$ cat src/rtl/spi_blk_pkg.sv
package spi_blk_pkg;

  // Register word offsets on regAddr
  localparam logic [2:0] OFF_CTRL   = 3'd0;
  localparam logic [2:0] OFF_SELECT = 3'd1;
  localparam logic [2:0] OFF_LENGTH = 3'd2;
  localparam logic [2:0] OFF_DATA   = 3'd3;
  localparam logic [2:0] OFF_STATUS = 3'd4;
  localparam logic [2:0] OFF_IMASK  = 3'd5;
  localparam logic [2:0] OFF_ISTAT  = 3'd6;

  // Strobes from the sequencer to the datapath
  typedef struct packed {
    logic flush;     // transfer accepted: empty FIFO, reset packing
    logic load;      // load next byte into the transmit shifter
    logic sample;    // rising SCLK: capture input
    logic shift;     // falling SCLK inside a byte: advance output
    logic byteDone;  // final falling SCLK of a byte
    logic lastByte;  // current byte is the final one of the transfer
  } engStrobe_t;

endpackage

$ cat src/rtl/spi_blk_ctrl.sv
module spi_blk_ctrl
  import spi_blk_pkg::*;
#(
  parameter int LEN_W     = 21,
  parameter int CLK_SEL_W = 3
) (
  input  logic                 clk,
  input  logic                 rstN,
  input  logic                 startReq,
  input  logic [LEN_W-1:0]     lenVal,
  input  logic [CLK_SEL_W-1:0] clkSel,
  input  logic                 quad,
  input  logic                 byteReady,
  output engStrobe_t           st,
  output logic                 busy,
  output logic                 finish,
  output logic                 sclk
);
  localparam int DIV_W = 1 << CLK_SEL_W;

  typedef enum logic [1:0] {S_IDLE, S_LOAD, S_LOW, S_HIGH} state_t;

  state_t            state;
  logic [DIV_W-1:0]  divCnt;
  logic [DIV_W-1:0]  halfM1;
  logic [2:0]        beatCnt;
  logic [2:0]        lastBeat;
  logic [LEN_W-1:0]  bytesLeft;
  logic              tick;
  logic              endBeat;
  logic              sclkQ;

  assign halfM1   = (DIV_W'(1) << clkSel) - DIV_W'(1);
  assign tick     = (divCnt == halfM1);
  assign lastBeat = quad ? 3'd1 : 3'd7;
  assign endBeat  = (state == S_HIGH) && tick;

  always_comb begin
    st.flush    = (state == S_IDLE) && startReq;
    st.load     = (state == S_LOAD) && byteReady;
    st.sample   = (state == S_LOW) && tick;
    st.byteDone = endBeat && (beatCnt == lastBeat);
    st.shift    = endBeat && (beatCnt != lastBeat);
    st.lastByte = (bytesLeft == LEN_W'(1));
  end

  assign busy   = (state != S_IDLE);
  assign finish = (st.byteDone && st.lastByte) ||
                  (st.flush && (lenVal == '0));
  assign sclk   = sclkQ;

  always_ff @(posedge clk or negedge rstN) begin
    if (!rstN) begin
      state     <= S_IDLE;
      divCnt    <= '0;
      beatCnt   <= '0;
      bytesLeft <= '0;
      sclkQ     <= 1'b0;
    end else begin
      case (state)
        S_IDLE: if (startReq && lenVal != '0) begin
          bytesLeft <= lenVal;
          state     <= S_LOAD;
        end
        S_LOAD: if (byteReady) begin
          divCnt  <= '0;
          beatCnt <= '0;
          state   <= S_LOW;
        end
        S_LOW: if (tick) begin
          divCnt <= '0;
          sclkQ  <= 1'b1;
          state  <= S_HIGH;
        end else begin
          divCnt <= divCnt + DIV_W'(1);
        end
        S_HIGH: if (tick) begin
          divCnt <= '0;
          sclkQ  <= 1'b0;
          if (beatCnt == lastBeat) begin
            bytesLeft <= bytesLeft - LEN_W'(1);
            state     <= (bytesLeft == LEN_W'(1)) ? S_IDLE : S_LOAD;
          end else begin
            beatCnt <= beatCnt + 3'd1;
            state   <= S_LOW;
          end
        end else begin
          divCnt <= divCnt + DIV_W'(1);
        end
        default: state <= S_IDLE;
      endcase
    end
  end
endmodule

$ cat src/rtl/spi_blk_dp.sv
module spi_blk_dp
  import spi_blk_pkg::*;
#(
  parameter int DEPTH = 8
) (
  input  logic        clk,
  input  logic        rstN,
  input  engStrobe_t  st,
  input  logic        busy,
  input  logic        dirWrite,
  input  logic        quad,
  input  logic        busWrReq,
  input  logic        busRdReq,
  input  logic [31:0] busWrData,
  input  logic [3:0]  sdIn,
  output logic [31:0] fifoHead,
  output logic        fifoEmpty,
  output logic        fifoFull,
  output logic        byteReady,
  output logic [3:0]  sdOut
);
  localparam int PTR_W = (DEPTH > 1) ? $clog2(DEPTH) : 1;

  logic [31:0]      mem [DEPTH];
  logic [PTR_W-1:0] wrPtr, rdPtr;
  logic [PTR_W:0]   count;
  logic [7:0]       txSr, rxSr;
  logic [31:0]      rxWord, rxMerged, pushData;
  logic [1:0]       byteIdx;
  logic             wordEnd, busPush, rxPush, engPop, busPop, push, pop;

  assign fifoEmpty = (count == '0);
  assign fifoFull  = (count == (PTR_W+1)'(DEPTH));
  assign fifoHead  = mem[rdPtr];
  assign byteReady = dirWrite ? !fifoEmpty : !fifoFull;

  assign wordEnd  = (byteIdx == 2'd3) || st.lastByte;
  assign busPush  = busWrReq && busy && dirWrite && !fifoFull;
  assign busPop   = busRdReq && !dirWrite && !fifoEmpty;
  assign engPop   = st.byteDone && dirWrite && wordEnd;
  assign rxPush   = st.byteDone && !dirWrite && wordEnd;
  assign push     = busPush || rxPush;
  assign pop      = busPop || engPop;
  assign rxMerged = rxWord | (32'(rxSr) << {byteIdx, 3'b000});
  assign pushData = dirWrite ? busWrData : rxMerged;
  assign sdOut    = quad ? txSr[7:4] : {3'b000, txSr[7]};

  always_ff @(posedge clk) begin
    if (push) mem[wrPtr] <= pushData;
  end

  always_ff @(posedge clk or negedge rstN) begin
    if (!rstN) begin
      wrPtr   <= '0;
      rdPtr   <= '0;
      count   <= '0;
      txSr    <= '0;
      rxSr    <= '0;
      rxWord  <= '0;
      byteIdx <= '0;
    end else if (st.flush) begin
      wrPtr   <= '0;
      rdPtr   <= '0;
      count   <= '0;
      txSr    <= '0;
      rxWord  <= '0;
      byteIdx <= '0;
    end else begin
      if (push) wrPtr <= (wrPtr == PTR_W'(DEPTH-1)) ? '0 : wrPtr + PTR_W'(1);
      if (pop)  rdPtr <= (rdPtr == PTR_W'(DEPTH-1)) ? '0 : rdPtr + PTR_W'(1);
      count <= count + (PTR_W+1)'(push) - (PTR_W+1)'(pop);

      if (st.load)
        txSr <= dirWrite ? fifoHead[{byteIdx, 3'b000} +: 8] : 8'h00;
      else if (st.shift)
        txSr <= quad ? {txSr[3:0], 4'h0} : {txSr[6:0], 1'b0};

      if (st.sample)
        rxSr <= quad ? {rxSr[3:0], sdIn} : {rxSr[6:0], sdIn[1]};

      if (st.byteDone) begin
        byteIdx <= byteIdx + 2'd1;
        rxWord  <= rxPush ? 32'h0 : rxMerged;
      end
    end
  end
endmodule

$ cat src/rtl/spi_blk_top.sv
module spi_blk_top
  import spi_blk_pkg::*;
#(
  parameter int LEN_W      = 21,
  parameter int CLK_SEL_W  = 3,
  parameter int DEV_W      = 2,
  parameter int FIFO_DEPTH = 8,
  localparam int NUM_DEV   = 1 << DEV_W
) (
  input  logic               clk,
  input  logic               rstN,
  input  logic               regWrEn,
  input  logic               regRdEn,
  input  logic [2:0]         regAddr,
  input  logic [31:0]        regWrData,
  output logic [31:0]        regRdData,
  output logic               sclk,
  output logic [NUM_DEV-1:0] csN,
  output logic [3:0]         sdOut,
  output logic [3:0]         sdOe,
  input  logic [3:0]         sdIn,
  output logic               irq
);
  logic [CLK_SEL_W-1:0] clkSelQ;
  logic [DEV_W-1:0]     devQ;
  logic                 quadQ, dirQ, selectedQ, maskQ, istatQ;
  logic [LEN_W-1:0]     lenQ;
  logic                 busy, finish, startReq, ctrlWr;
  logic                 fifoEmpty, fifoFull, byteReady;
  logic [31:0]          fifoHead;
  engStrobe_t           st;

  assign ctrlWr   = regWrEn && (regAddr == OFF_CTRL) && !busy;
  assign startReq = ctrlWr && regWrData[15];

  always_ff @(posedge clk or negedge rstN) begin
    if (!rstN) begin
      clkSelQ   <= '0;
      devQ      <= '0;
      quadQ     <= 1'b0;
      dirQ      <= 1'b0;
      lenQ      <= '0;
      selectedQ <= 1'b0;
      maskQ     <= 1'b0;
      istatQ    <= 1'b0;
    end else begin
      if (ctrlWr) begin
        clkSelQ <= regWrData[CLK_SEL_W-1:0];
        devQ    <= regWrData[6 +: DEV_W];
        quadQ   <= regWrData[12];
        dirQ    <= regWrData[13];
      end
      if (regWrEn && regAddr == OFF_LENGTH) lenQ  <= regWrData[LEN_W-1:0];
      if (regWrEn && regAddr == OFF_IMASK)  maskQ <= regWrData[0];
      if (st.flush)
        selectedQ <= 1'b1;
      else if (regWrEn && regAddr == OFF_SELECT && !regWrData[0] && !busy)
        selectedQ <= 1'b0;
      if (finish)
        istatQ <= 1'b1;
      else if (regWrEn && regAddr == OFF_ISTAT && regWrData[0])
        istatQ <= 1'b0;
    end
  end

  for (genvar d = 0; d < NUM_DEV; d++) begin : g_cs
    assign csN[d] = !(selectedQ && (devQ == DEV_W'(d)));
  end

  assign sdOe = !busy ? 4'h0 : (quadQ ? (dirQ ? 4'hF : 4'h0) : 4'b0001);
  assign irq  = istatQ && !maskQ;

  always_comb begin
    regRdData = 32'h0;
    case (regAddr)
      OFF_CTRL: begin
        regRdData[CLK_SEL_W-1:0] = clkSelQ;
        regRdData[6 +: DEV_W]    = devQ;
        regRdData[12]            = quadQ;
        regRdData[13]            = dirQ;
        regRdData[15]            = busy;
      end
      OFF_SELECT: regRdData[0] = selectedQ;
      OFF_LENGTH: regRdData    = 32'(lenQ);
      OFF_DATA:   regRdData    = fifoEmpty ? 32'h0 : fifoHead;
      OFF_STATUS: regRdData[0] = dirQ ? fifoFull : fifoEmpty;
      OFF_IMASK:  regRdData[0] = maskQ;
      OFF_ISTAT:  regRdData[0] = istatQ;
      default:    regRdData    = 32'h0;
    endcase
  end

  spi_blk_ctrl #(.LEN_W(LEN_W), .CLK_SEL_W(CLK_SEL_W)) u_ctrl (
    .clk(clk), .rstN(rstN), .startReq(startReq), .lenVal(lenQ),
    .clkSel(clkSelQ), .quad(quadQ), .byteReady(byteReady),
    .st(st), .busy(busy), .finish(finish), .sclk(sclk)
  );

  spi_blk_dp #(.DEPTH(FIFO_DEPTH)) u_dp (
    .clk(clk), .rstN(rstN), .st(st), .busy(busy), .dirWrite(dirQ),
    .quad(quadQ), .busWrReq(regWrEn && regAddr == OFF_DATA),
    .busRdReq(regRdEn && regAddr == OFF_DATA), .busWrData(regWrData),
    .sdIn(sdIn), .fifoHead(fifoHead), .fifoEmpty(fifoEmpty),
    .fifoFull(fifoFull), .byteReady(byteReady), .sdOut(sdOut)
  );
endmodule

$ cat config.mk
export PLATFORM = sky130hd
export DESIGN_NAME = spi_blk_top
export DESIGN_NICKNAME = d
export VERILOG_FILES = /design/src/rtl/spi_blk_pkg.sv /design/src/rtl/spi_blk_ctrl.sv /design/src/rtl/spi_blk_dp.sv /design/src/rtl/spi_blk_top.sv
export SDC_FILE = /design/constraint.sdc
export NUM_CORES = 1
export LEC_CHECK = 0
export CAP_MARGIN = 20
export CORE_UTILIZATION = 49
export DETAILED_ROUTE_END_ITERATION = 16
export DONT_BUFFER_PORTS = 1
export GPL_ROUTABILITY_DRIVEN = 0
export HOLD_SLACK_MARGIN = 0.02
export PLACE_DENSITY = 0.73
export SLEW_MARGIN = 30
export SYNTH_ARGS = -nofsm -noshare
export SYNTH_HDL_FRONTEND = slang
export SYNTH_SLANG_ARGS = --single-unit
$ cat constraint.sdc
create_clock -name clk -period 6.5 [get_ports clk]
set_input_delay 0.325 -clock clk [delete_from_list [all_inputs] [get_ports clk]]
set_output_delay 0.325 -clock clk [all_outputs]
set_load 0.02 [all_outputs]
==> metrics list, run 1 <==
- Outcome: complete, no violations
- Dominant register cell in the synthesized netlist: sky130_fd_sc_hd__edfxtp_1
- Across the run, the number of max-cap violations was 0.
- In the routed layout, each cell is associated on average with a via count of 6.570.
- For hold timing, the worst endpoint is u_dp.rxSr[2].
- Highest fanout seen on the critical path: 34
* Initial standard-cell utilization of the core: 0.5018
- Multi-input logic area: 6210 sq um
* Final setup TNS: 0 ns
* Final period utilization: 0.6786
* Cell count after synthesis: 1288
* Clock Tree Buf Depth: 3
- Of the synthesized area, sequential elements account for 0.6208.
- Counting every net in the synthesized netlist gives 1348.
- Headroom to the max-slew limit came out at 0.3163.
- The routed design could run at a clock period as short as 4.411 ns.
- The later pin in the worst-skew pair is clocked with a latency of 0.55 ns.
* DIE AREA: 36400 sq um
- After the flow finishes, the layout carries non-filler instances totaling 1773.
- The sequential cells in the finished layout cover a total of 10850 sq um.
* Clock transition at path regs: 0.06 ns
* Fraction of final layout cells sized beyond drive strength 1: 0.1626
* R2R setup slack: 2.09 ns
- In the final routed layout, each cell accounts on average for 25.92 microns.
- For this design the static power due to leakage is 7.064 nW.
* Via count of the first global-routing pass: 11234
* Max-slew violations: 0
* CTS buffer count: 40
* Endpoints failing hold: 0
* Filler Cell Count: 2665
- Post-DRT Antenna Nets: 0
- Setup violations, final: 0
- IR Drop Worst-Case VDD: 0.2317 mV
- Post-CTS timing repair inserted 0 buffers for setup.
* TritonCTS Sinks: 382
- For this design the ratio of total power to cell area is 406.9 nW/um^2.
* Nets@finish: 1344
- Startpoint of the lowest-slack hold path: sdIn[2]
- Async set-reset flop share out of synthesis: 0.3298
- STA classifies the critical path endpoint as a flop.
- In this run the mean area of a mapped cell was 13.56 sq um.
* Worst min-delay path category: in2reg
- Data on the critical path is required at its endpoint by 6.69 ns.
- Hold path cells: 2
* Post-layout total power: 7.957 mW
* Routed vias: 11649
- First-pass GRT wire length: 69.63 mm
* Actual slew at the worst max-slew pin: 1.015 ns
* Initial antenna violation count: 2
- Sort of element at the start of the critical path: flop
- Setup repair after global routing missed its margin: no
- For this run, the total global-route usage over all layers was measured as 0.2565.
* Detail Placement HPWL: 29.11 mm
- Post-synth design cell area: 17460 sq um
* Flip-flop and latch count after synthesis: 382
- From synthesis to final layout, the design area changed by 11.98%.
- In this run, post-CTS repair resized a total of 0 instances.
* Boundary pin count: 89
- For the worst setup path, the data arrival time is 4.60 ns.
- Floorplan die width: 190.8 microns
* Residual DRC: 0
* Core area: 34800 sq um
- Number of H-tree levels: 2
- The critical path is of the reg2reg type.
- Summed over all layers, the global routing overflow is 0.
- Clock tree from TritonCTS: built
* Wire length after detailed routing: 45.95 mm
- For this run, the top clock speed supported by timing is 226.7 MHz.
- On the final layout, the worst clock skew is 0.02118 ns.
- Rows: 68
- The first routing iteration left 1500 violations.
- Count of TritonRoute iterations in the first routing pass: 6
* Pin count of the biggest net entering global routing: 127
- Die height: 190.8 microns
- Number of cells traversed by the worst register-to-register path: 7
- In this run, distinct cell masters in the synthesized netlist total 67.
- Launching point of the worst reg2reg path: u_ctrl.bytesLeft[14]
* Cell at the root of the clock tree: sky130_fd_sc_hd__clkbuf_16
* End of the worst register-to-register path: u_dp.mem[3][23]
* Number of enable-type register cells in the synthesized netlist: 256
* Number of port buffers: 0
- In this run, placement finished with an instance count of 1669.
- Warnings, synthesis: 0
-- worst max-delay path: stages, from the launching register on --
cell                       delay (ns)
sky130_fd_sc_hd__dfrtp_1         0.42
sky130_fd_sc_hd__or4_4           0.57
sky130_fd_sc_hd__or4_4           0.45
sky130_fd_sc_hd__o21bai_2        0.27
sky130_fd_sc_hd__nand2_2         0.49
sky130_fd_sc_hd__o31a_1          0.77
sky130_fd_sc_hd__nor4bb_4        0.54
sky130_fd_sc_hd__buf_4           0.49
-- state kept, by name, indices dropped and copies added, names as in the netlist, 3 cells and up --
register	flops
u_dp.rdPtr	3
u_dp.txSr	8
u_ctrl.beatCnt	3
u_dp.rxWord	32
u_dp.wrPtr	3
u_ctrl.bytesLeft	21
u_dp.mem	256
clkSelQ	3
lenQ	21
u_dp.count	4
u_dp.rxSr	8
u_ctrl.divCnt	8
-- cells by family (layout without fill, tap and decap cells) --
logic type,count (synthesis),after routing,synth area share
and+or+nand+nor,338,338,0.09602
AOI/OAI and AO/OA,251,251,0.09466
muxes,166,166,0.1414
xor gates and xnor gates,11,11,0.005517
DFF,382,382,0.6208
buffers and inverters,123,151,0.02902
other,0,2,0
adders and majority gates,17,17,0.01261
-- power breakdown --
part	total, mW	switching, mW	internal (mW)
clock network	2.28	0.943	1.34
registers	3.36	0.413	2.95
logic	2.31	1.39	0.917
-- stage by stage --
step / utilization / hold WS, ns / setup WS [ns] / cell area [sq um]
global placement: 0.5141 / 0.03242 / 2.183 / 17890
detailed placement: 0.5143 / 0.03742 / 2.148 / 17900
CTS: 0.5617 / 0.02466 / 2.135 / 19550
floorplan: - / 0.02941 / 0.4131 / 17460
finish: 0.5619 / 0.03109 / 2.089 / 19550
global route: 0.5618 / 0.02369 / 1.923 / 19550
-- layout make-up --
cell class / instances / area share
tap: 455 / 0.02911
antenna: 2 / 0.0002560
timing repair buffer: 51 / 0.02406
multi-input combinational: 783 / 0.3176
sequential: 382 / 0.5549
inverter: 26 / 0.004991
clock inverter: 11 / 0.004671
clock buffer: 63 / 0.06444
-- placed cells by master (no fill, tap or decap), types with 4 or more instances in the layout --
master,count
sky130_fd_sc_hd__clkbuf_16,42
sky130_fd_sc_hd__clkinv_2,6
sky130_fd_sc_hd__dfrtp_1,122
sky130_fd_sc_hd__mux2_2,35
sky130_fd_sc_hd__mux2i_1,70
sky130_fd_sc_hd__mux4_2,61
sky130_fd_sc_hd__and3_1,5
sky130_fd_sc_hd__dlygate4sd3_1,27
sky130_fd_sc_hd__o311ai_0,4
sky130_fd_sc_hd__nand3_1,33
sky130_fd_sc_hd__nor2b_1,7
sky130_fd_sc_hd__a22oi_1,21
sky130_fd_sc_hd__nand2_1,102
sky130_fd_sc_hd__and2_1,12
sky130_fd_sc_hd__nand4_1,13
sky130_fd_sc_hd__a41oi_1,32
sky130_fd_sc_hd__nor4b_1,4
sky130_fd_sc_hd__inv_1,25
sky130_fd_sc_hd__nor3_1,17
sky130_fd_sc_hd__ha_1,16
sky130_fd_sc_hd__nor4_1,13
sky130_fd_sc_hd__o21ai_0,76
sky130_fd_sc_hd__xor2_1,5
sky130_fd_sc_hd__a211oi_1,11
sky130_fd_sc_hd__o211ai_1,7
sky130_fd_sc_hd__a21oi_1,45
sky130_fd_sc_hd__a31oi_1,10
sky130_fd_sc_hd__o21ai_1,6
sky130_fd_sc_hd__nor2_1,91
sky130_fd_sc_hd__or3_1,4
sky130_fd_sc_hd__nand3b_1,4
sky130_fd_sc_hd__a21o_1,4
sky130_fd_sc_hd__buf_4,23
sky130_fd_sc_hd__clkbuf_1,8
sky130_fd_sc_hd__xnor2_1,6
sky130_fd_sc_hd__edfxtp_1,256
sky130_fd_sc_hd__a311oi_1,11
sky130_fd_sc_hd__clkbuf_8,13
-- synth_stat cells, types with 10 or more instances --
cell type,instances,share of area
sky130_fd_sc_hd__and2_1,12,0.0043
sky130_fd_sc_hd__nor4_1,14,0.0050
sky130_fd_sc_hd__a211oi_1,11,0.0047
sky130_fd_sc_hd__o21ai_0,82,0.024
sky130_fd_sc_hd__clkbuf_1,65,0.014
sky130_fd_sc_hd__nand2_1,102,0.022
sky130_fd_sc_hd__ha_1,16,0.011
sky130_fd_sc_hd__a311oi_1,11,0.0055
sky130_fd_sc_hd__a22oi_1,21,0.0090
sky130_fd_sc_hd__a31oi_1,10,0.0036
sky130_fd_sc_hd__nand4_1,13,0.0047
sky130_fd_sc_hd__mux4_2,61,0.079
sky130_fd_sc_hd__buf_1,10,0.0021
sky130_fd_sc_hd__a21oi_1,45,0.013
sky130_fd_sc_hd__nor3_1,20,0.0057
sky130_fd_sc_hd__edfxtp_1,256,0.44
sky130_fd_sc_hd__mux2i_1,70,0.040
sky130_fd_sc_hd__dfrtp_1,126,0.18
sky130_fd_sc_hd__inv_1,25,0.0054
sky130_fd_sc_hd__nor2_1,92,0.020
sky130_fd_sc_hd__buf_2,18,0.0052
sky130_fd_sc_hd__mux2_2,35,0.023
sky130_fd_sc_hd__a41oi_1,32,0.016
sky130_fd_sc_hd__nand3_1,33,0.0095
-- metal layers --
metal  track usage  part of all wire  up-vias  wire, microns
li1              -                 -     4972              -
met2        0.3983              0.47      609          21500
met1        0.3558              0.40     5951          18390
met4        0.1003             0.041        0           1882
met5             0                 0        -              0
met3       0.05171             0.091      117           4182
-- repair_timing --
item / in CTS / in global routing
hold buffers: 28 / 0
endpoints found under the setup margin: 0 / 0
endpoints found under the hold margin: 160 / 0
-- worst max path at each step --
| stage | end | slack, ns | startpoint |
|---|---|---|---|
| 6_report | u_dp.mem[3][23] | 2.09 | u_ctrl.bytesLeft[14] |
| 5_1_grt | u_dp.count[3] | 1.92 | quadQ |
| 4_1_cts | u_dp.mem[3][1] | 2.13 | u_ctrl.bytesLeft[14] |
| 3_5_place_dp | u_dp.mem[3][6] | 2.15 | u_ctrl.bytesLeft[14] |
| 3_3_place_gp | u_dp.mem[3][6] | 2.18 | u_ctrl.bytesLeft[14] |
| 2_1_floorplan | u_dp.mem[0][0] | 0.41 | clkSelQ[1] |
(Power assumes the default switching activity.)
==> inputs of run 2 (changes only) <==
Settings changed: PLACE_DENSITY 0.73 to 0.71.
Clock period 6.5 ns to 4.46 ns, I/O delays scaled along.
==> metrics list, run 2 (same netlist as run 1, synthesis figures left out) <==
* Rows: 68 (unchanged)
- The relative slew slack came to 0.2729 (was 0.3163).
- The share of post-route cells with drive strength above 1 came to 0.1751 (was 0.1626).
- Number of H-tree levels: 2 (unchanged)
- Power per standard cell area: 601.1 nW/um^2 (was 406.9 nW/um^2)
* Sort of element at the start of the critical path: flop (unchanged)
- Overflow after GRT: 0 (unchanged)
- P_leak: 7.221 nW (was 7.064 nW)
- Residual DRC: 0 (unchanged)
- The number of buffers added on ports was 0 (unchanged).
- Core area: 34800 sq um (unchanged)
- The clock net sink count came to 382 (unchanged).
- Actual slew at the worst max-slew pin: 1.079 ns (was 1.015 ns)
* Boundary pin count: 89 (unchanged)
* Setup crit start: clkSelQ[2] (was u_ctrl.bytesLeft[14])
- The average vias per placed instance was 6.491 (was 6.570).
- The most common library cell in the layout ignoring fill and taps is sky130_fd_sc_hd__edfxtp_1 (unchanged).
- The biggest fanout along the worst timing path was 32 (was 34).
- Detail Placement HPWL: 30.68 mm (was 29.11 mm)
* Final setup TNS: 0 ns (unchanged)
- The initial antenna violation count is 3 (was 2).
- The flip-flop count of the largest register, all copies and words added is 256 (unchanged).
* Crit path DAT: 3.96 ns (was 4.60 ns)
* Floorplan die width: 190.8 microns (unchanged)
- Highest-count cells in the layout ignoring fill and taps: sky130_fd_sc_hd__edfxtp_1 (256), sky130_fd_sc_hd__dfrtp_1 (122), sky130_fd_sc_hd__nand2_1 (102) (unchanged).
* Post-DRT Antenna Nets: 0 (unchanged)
- The max-cap check violation count was 0 (unchanged).
* GRT Total Usage: 0.2633 (was 0.2565)
- The vias after detailed routing is 11670 (was 11649).
- The area growth from synthesis to layout came to 13.59% (was 11.98%).
* DIE AREA: 36400 sq um (unchanged)
- Setup repair after global routing missed its margin: no (unchanged).
- Setup Fix Bufs, Post-CTS: 0 (unchanged)
* DR WL/cell: 26.23 microns (was 25.92 microns)
- The violation count after the first detailed-routing iteration was 1358 (was 1500).
* Required time of the critical path: 4.65 ns (was 6.69 ns)
- The latest clock arrival within the worst-skew pair came to 0.56 ns (was 0.55 ns).
- Multi-input logic area: 6233 sq um (was 6210 sq um)
- The final-report hold violation count is 0 (unchanged).
- Initial standard-cell utilization of the core: 0.5018 (unchanged)
- Largest reg by FF count: u_dp.mem (unchanged)
* Clock Tree Buf Depth: 3 (unchanged)
- The number of fill cells was 2720 (was 2665).
- The final critical-path share of the clock period is 0.8463 (was 0.6786).
* Post-layout total power: 11.92 mW (was 7.957 mW)
* Cell at the root of the clock tree: sky130_fd_sc_hd__clkbuf_16 (unchanged)
- The number of global-route vias before repair was 11500 (was 11234).
- Outcome: complete, no violations (unchanged)
* Combined flip-flop and latch cell area: 10850 sq um (unchanged)
- The maximum vdd drop is 0.3914 mV (was 0.2317 mV).
- The classification of the worst-slack hold path is in2reg (unchanged).
- The maximum number of pins on one net before global-route repair was 127 (unchanged).
- The post-layout minimum cycle time was 3.774 ns (was 4.411 ns).
- The class of the most critical setup path is reg2reg (unchanged).
- The wire length after detailed routing was 47.16 mm (was 45.95 mm).
- Die height: 190.8 microns (unchanged)
- Worst clock skew on the final layout: 0.02846 ns (was 0.02118 ns)
* Kind of capture point of the worst setup path: flop (unchanged)
* CTS buffer count: 41 (was 40)
- Launching point of the worst reg2reg path: clkSelQ[2] (was u_ctrl.bytesLeft[14])
* Clock tree from TritonCTS: built (unchanged)
* Top flop regs: u_dp.mem (256), u_dp.rxWord (32) (unchanged)
- The number of nets in the layout was 1370 (was 1344).
* Setup violations, final: 0 (unchanged)
- The final number of max-transition violations came to 0 (unchanged).
- Clock transition at path regs: 0.06 ns (about the same)
* CTS-repair resized insts: 0 (unchanged)
* First-pass GRT wire length: 71.55 mm (was 69.63 mm)
- Highest achievable clock rate: 264.9 MHz (was 226.7 MHz)
- Count of TritonRoute iterations in the first routing pass: 5 (was 6)
- The critical hold path startpoint is regAddr[1] (was sdIn[2]).
run 2: cell types whose count changed in the layout (fill, tap and decap cells not counted), moves of 4 or more:
| cell | previous run | this run |
|---|---|---|
| sky130_fd_sc_hd__clkbuf_1 | 8 | 4 |
| sky130_fd_sc_hd__clkbuf_8 | 13 | 3 |
| sky130_fd_sc_hd__dlygate4sd3_1 | 27 | 31 |
| sky130_fd_sc_hd__o21ai_0 | 76 | 67 |
| sky130_fd_sc_hd__clkinv_1 | 3 | 9 |
| sky130_fd_sc_hd__buf_4 | 23 | 44 |
| sky130_fd_sc_hd__bufinv_16 | 0 | 5 |
| sky130_fd_sc_hd__o21ai_1 | 6 | 15 |
run 2: area by class of cell:
class	count	area share
antenna	1	0.0001262
clock buffer	49	0.05583
clock inverter	26	0.01545
inverter	26	0.004920
multi-input combinational	783	0.3143
sequential	382	0.5470
tap	455	0.02870
timing repair buffer	76	0.03368
run 2: power by group:
| part | switching, mW | internal (mW) | total, mW |
|---|---|---|---|
| clock network | 1.42 | 2.08 | 3.50 |
| logic | 2.01 | 1.40 | 3.41 |
| registers | 0.724 | 4.29 | 5.02 |
| total | 4.15 | 7.77 | 11.9 |
run 2: path summary, 6_finish.rpt:
check | slack, ns | depth (start not counted) | end
max | 0.69 | 9 | u_dp.mem[7][27]
min in group asynchronous | 0.35 | 2 | lenQ[13]
max in group asynchronous | 3.58 | 2 | u_dp.rxWord[3]
min reg2reg | 0.50 | 2 | u_dp.rxWord[17]
min | 0.09 | 5 | istatQ
max reg2reg | 0.69 | 9 | u_dp.mem[7][27]
run 2: worst max-delay path: stages (launching register included):
cell                       delay, ns
sky130_fd_sc_hd__dfrtp_1        0.49
sky130_fd_sc_hd__or3_1          0.45
sky130_fd_sc_hd__ha_1           0.30
sky130_fd_sc_hd__o211a_1        0.16
sky130_fd_sc_hd__a211oi_1       0.28
sky130_fd_sc_hd__xor2_1         0.25
sky130_fd_sc_hd__nand4_1        0.16
sky130_fd_sc_hd__o31a_2         0.54
sky130_fd_sc_hd__nor3b_4        0.25
sky130_fd_sc_hd__buf_4          0.50
run 2: repair_timing:
| action | in CTS | in global routing |
|---|---|---|
| hold buffers | 32 | 0 |
| endpoints found under the setup margin | 0 | 0 |
| endpoints found under the hold margin | 165 | 0 |
run 2: routing by layer:
layer  global-route usage  share of wire
met1               0.3583           0.40
met2               0.4151           0.47
met3              0.05981          0.094
met4              0.09262          0.034
met5                    0        0.00047
run 2: per-stage QoR:
stage / util / cells / setup slack (ns) / hold slack [ns] / area [sq um]
finish: 0.5700 / 1798 / 0.6856 / 0.09135 / 19840
global route: 0.5699 / 1797 / 0.4586 / 0.1061 / 19830
CTS: 0.5698 / 1797 / 0.7005 / 0.07254 / 19830
detailed placement: 0.5195 / 1690 / 0.7072 / -0.07001 / 18080
global placement: 0.5193 / 1690 / 0.4935 / -0.07019 / 18070
floorplan: - / 1288 / -0.3613 / -0.07259 / 17490
